`src/rtl/mod3_pkg.sv`:
```
package mod3_pkg;
  localparam int REM_W = 2;
  typedef logic [REM_W-1:0] rem_t;

  localparam rem_t REM_ZERO = 2'd0;
  localparam rem_t REM_ONE  = 2'd1;
  localparam rem_t REM_TWO  = 2'd2;

  // Appending a bit doubles the value and adds the bit; the remainder
  // follows as a three-way table. The unused code falls back to zero.
  function automatic rem_t fold_bit(rem_t r, logic b);
    rem_t n;
    case (r)
      REM_ZERO: n = b ? REM_ONE  : REM_ZERO;
      REM_ONE:  n = b ? REM_ZERO : REM_TWO;
      REM_TWO:  n = b ? REM_TWO  : REM_ONE;
      default:  n = REM_ZERO;
    endcase
    return n;
  endfunction

  function automatic logic is_legal(rem_t r);
    return (r == REM_ZERO) || (r == REM_ONE) || (r == REM_TWO);
  endfunction
endpackage

```
`src/rtl/mod3_next.sv`:
```
module mod3_next
  import mod3_pkg::*;
(
  input  rem_t cur,
  input  logic in_bit,
  output rem_t nxt,
  output logic cur_illegal
);
  always_comb begin
    nxt         = fold_bit(cur, in_bit);
    cur_illegal = !is_legal(cur);
  end
endmodule

```
`src/rtl/mod3_state.sv`:
```
module mod3_state
  import mod3_pkg::*;
(
  input  logic clk,
  input  logic rst,
  input  logic take,
  input  rem_t nxt,
  output rem_t cur
);
  always_ff @(posedge clk) begin
    if (rst)       cur <= REM_ZERO;
    else if (take) cur <= nxt;
  end

  // a reset edge clears the remainder
  a_r1_reset_clears: assert property (@(posedge clk) rst |=> cur == REM_ZERO);

  // reset takes priority over a bit in the same cycle
  a_r5_reset_wins: assert property (@(posedge clk) (rst && take) |=> cur == REM_ZERO);

  // without take, the remainder holds
  a_r4_hold: assert property (@(posedge clk) disable iff (rst)
    !take |=> $stable(cur));
endmodule

```
`src/rtl/mod3_flag.sv`:
```
module mod3_flag
  import mod3_pkg::*;
(
  input  rem_t       cur,
  output logic       div3,
  output logic [REM_W-1:0] rem_view
);
  always_comb begin
    div3     = (cur == REM_ZERO);
    rem_view = cur;
  end
endmodule

```
`src/rtl/serial_mod3_detector.sv`:
```
module serial_mod3_detector
  import mod3_pkg::*;
(
  input  logic       clk,
  input  logic       rst,
  input  logic       en,
  input  logic       ser_bit,
  output logic       div3,
  output logic [1:0] rem_out
);
  rem_t cur_rem;
  rem_t nxt_rem;
  logic cur_illegal;

  mod3_next u_next (
    .cur         (cur_rem),
    .in_bit      (ser_bit),
    .nxt         (nxt_rem),
    .cur_illegal (cur_illegal)
  );

  mod3_state u_state (
    .clk  (clk),
    .rst  (rst),
    .take (en),
    .nxt  (nxt_rem),
    .cur  (cur_rem)
  );

  mod3_flag u_flag (
    .cur      (cur_rem),
    .div3     (div3),
    .rem_view (rem_out)
  );

  // arithmetic restatement of the step, (2r+b) mod 3
  a_r2_step_arith: assert property (@(posedge clk) disable iff (rst)
    en |=> int'(rem_out) == ((int'($past(rem_out)) * 2 + int'($past(ser_bit))) % 3));

  // the state register never holds the unused code
  a_r8_legal_code: assert property (@(posedge clk) disable iff (rst)
    !cur_illegal);
endmodule

```
`config.mk`:
```
export PLATFORM = sky130hd
export DESIGN_NAME = serial_mod3_detector
export DESIGN_NICKNAME = d
export VERILOG_FILES = /design/src/rtl/mod3_pkg.sv /design/src/rtl/mod3_next.sv /design/src/rtl/mod3_state.sv /design/src/rtl/mod3_flag.sv /design/src/rtl/serial_mod3_detector.sv
export SDC_FILE = /design/constraint.sdc
export NUM_CORES = 1
export LEC_CHECK = 0
export BUFFER_PORTS_ARGS = -buffer_cell sky130_fd_sc_hd__buf_2
export CELL_PAD_IN_SITES_DETAIL_PLACEMENT = 0
export CELL_PAD_IN_SITES_GLOBAL_PLACEMENT = 1
export CORE_AREA = 2 2 39 41
export DETAILED_ROUTE_END_ITERATION = 7
export DIE_AREA = 0 0 41 43
export PLACE_DENSITY_LB_ADDON = 0.1
export SLEW_MARGIN = 25
export SYNTH_ARGS = -nofsm -noshare
export SYNTH_HDL_FRONTEND = slang
export SYNTH_SLANG_ARGS = --single-unit
```
`constraint.sdc`:
```
create_clock -name clk -period 1.4 [get_ports clk]
set_input_delay 0.28 -clock clk [delete_from_list [all_inputs] [get_ports clk]]
set_output_delay 0.28 -clock clk [all_outputs]
set_load 0.02 [all_outputs]
```
==> impl_metrics.csv <==
group,metric,value,unit
clock_tree,cts-root-buf,"clkbuf_4",
routing,firstDrtPassIters,3,
synth,yosysTopAreaCellShare,41.0,%
sta,worst_pin_slew,0.187,ns
cells_and_area,layout_commonest_cell,"buf_2",
synth,yosysWarnings,0,
sta,slew_viol_final,0,
pwr,power_density,1270,nW/µm²
sta,tns,0,ns
placed_design,gp_congestion,0.612,
worst_setup_path,cp.required,1.12,ns
grt,grt_pass1_vias,128,
cells_and_area,drive_gt1_share,42.9,%
sta,hold_ws,0.241,ns
cells_and_area,syn2layout_area_growth,74.4,%
cells_and_area,n_fill_cell,162,
synth,yosysUniqueCellTypes,10,
routing,drt_iter0_markers,2,
routing,drc,0,
synth,syn_area,97.6,µm²
routing,wl_met2,127,µm
routing,maxUsedRoutingLayer,"met3",
worst_setup_path,critical_path_class,"reg2out",
pwr,ir_drop,0.341,mV
die,io_pins,7,
hold_path,hold_class,"in2reg",
placed_design,pre_cts_ws,0.275,ns
clock_tree,cts_tree,"built",
sta,fmax,886,MHz
worst_setup_path,max_stage_delay,0.40,ns
worst_setup_path,crit_path_top_delay_cell,"dfxtp_1",
status,status,"finished clean",
sta,relSlewSlack,87.5,%
cells_and_area,diodes,0,
routing,met3_length,37,µm
clock_tree,ctsResizeCount,0,
cells_and_area,final_cell_mix,"buf_2, clkbuf_4, a21oi_1, dfxtp_1",
clock_tree,holdBufCountCts,0,
synth,synth_nets,16,
clock_tree,clkLatencyLatePin,0.22,ns
grt,grt_pass1_wl,517,µm
die,num_rows,14,
run,cap_viol_max_count,0,
synth,ys_ff_latch,2,
grt,grt_max_degree,7,
routing,vias,109,
cells_and_area,regMostFlops,"u_state.cur",
worst_setup_path,worst_setup_path_end_kind,"output pin",
clock_tree,postCtsSetupBuffers,0,
cells_and_area,finalCoreUtilization,12.3,%
worst_setup_path,crit_chain,"nor2_1, buf_2",
synth,synth_seq_area_share,41.0,%
routing,via_per_inst,2.95,
sta,final.period_utilization,80.6,%
routing,wl,305,µm
sta,setup_viol,0,
die,fp.dieH,43,µm
pwr,finalPower,0.000215,W
worst_setup_path,cp_max_fo,5,
synth,syn_inst,12,
routing,drt-met1-wl,140,µm
synth,avgSynthCellArea,8.13,µm²
die,die_width,41,µm
cells_and_area,fin_nets,27,
die,dieArea,1760,µm²
die,start_util,7.05,%
grt,grt.overflow.total,0,
sta,skew,0.00122,ns
die,design.core.area,1380,µm²
clock_tree,cts_buffers,3,
routing,ant_nets,0,
grt,grtUsageTotal,5.30,%
worst_setup_path,crit_arrival,0.85,ns
clock_tree,h-tree-depth,1,
worst_setup_path,cp-start-kind,"flop",
sta,finalHoldViolCount,0,
synth,synth_area_leaders,"dfxtp_1, a21oi_1, or4b_1",
grt,grt_antenna_before_repair,0,
sta,rsz0062_at_grt,"no",
cells_and_area,top_regs,"u_state.cur: 2 flops",
cells_and_area,largest_reg_flops,2,
routing,wire_per_inst,8.24,µm
sta,fin_crit,1.13,ns
worst_setup_path,path_buf_inv,1,
pwr,leakage,0.0731,nW
synth,post-synth-top-area-cell,"dfxtp_1",
clock_tree,cts.reportedPaths.clkPinSlew,0.03,ns
clock_tree,clkSinkCount,2,
worst_setup_path,crit_family,"flip-flops",
sta,setup_slack,0.271,ns
clock_tree,clock_path_buffers,2,
placed_design,portBuffers,6,
Yosys cell counts:
library cell	instances
xnor2_1	1
inv_1	1
o21ai_0	1
or4b_1	1
nand2_1	1
a21oi_1	2
nor2b_1	1
or3_1	1
nor2_1	1
dfxtp_1	2
path summary, 6_finish.rpt:
kind	startpoint	endpoint	cells past startpoint	slack [ns]
min	rst	u_state.cur[1]$_SDFFE_PP0P_	2	0.24
max reg2reg	u_state.cur[1]$_SDFFE_PP0P_	u_state.cur[1]$_SDFFE_PP0P_	2	0.33
min reg2reg	u_state.cur[0]$_SDFFE_PP0P_	u_state.cur[0]$_SDFFE_PP0P_	2	0.52
max	u_state.cur[1]$_SDFFE_PP0P_	div3	2	0.27
per-stage QoR:
step                instance area (µm²)  instances
finish                              170         37
global route                        170         37
CTS                                 170         37
detailed placement                  148         34
global placement                    148         34
floorplan                          97.6         12
worst reg2reg max path: stages, from the launching register on:
cell	delay [ns]
dfxtp_1	0.34
or4b_1	0.52
a21oi_1	0.14
area by class of cell:
class / count / area, µm² / area share [%]
clock buffers: 3 / 22.5 / 13.2
well taps: 16 / 20.0 / 11.8
flip-flops and latches: 2 / 40.0 / 23.5
repair buffers: 6 / 30.0 / 17.6
inverters: 1 / 3.75 / 2.21
multi-input cells: 9 / 53.8 / 31.6
where the power goes:
part	switching [W]	internal, W
logic	0.0000137	0.0000113
clock network	0.0000326	0.0000946
registers	0.00000333	0.0000599
total	0.0000497	0.000166
per-layer routing:
| layer | track usage [%] | vias up |
|---|---|---|
| li1 | - | 60 |
| met1 | 5.71 | 44 |
| met2 | 5.00 | 5 |
| met3 | 2.09 | 0 |
| met4 | 10.0 | 0 |
| met5 | 0 | - |
cell families (layout without fill, tap and decap cells):
| logic type | Yosys count | count (layout) | synth area share [%] |
|---|---|---|---|
| AND/OR/NAND/NOR | 5 | 5 | 30.8 |
| AO/OA/AOI/OAI | 3 | 3 | 15.4 |
| flip-flops | 2 | 2 | 41.0 |
| XOR/XNOR | 1 | 1 | 8.98 |
| buffers and inverters | 1 | 10 | 3.84 |
(Power assumes the default switching activity.)
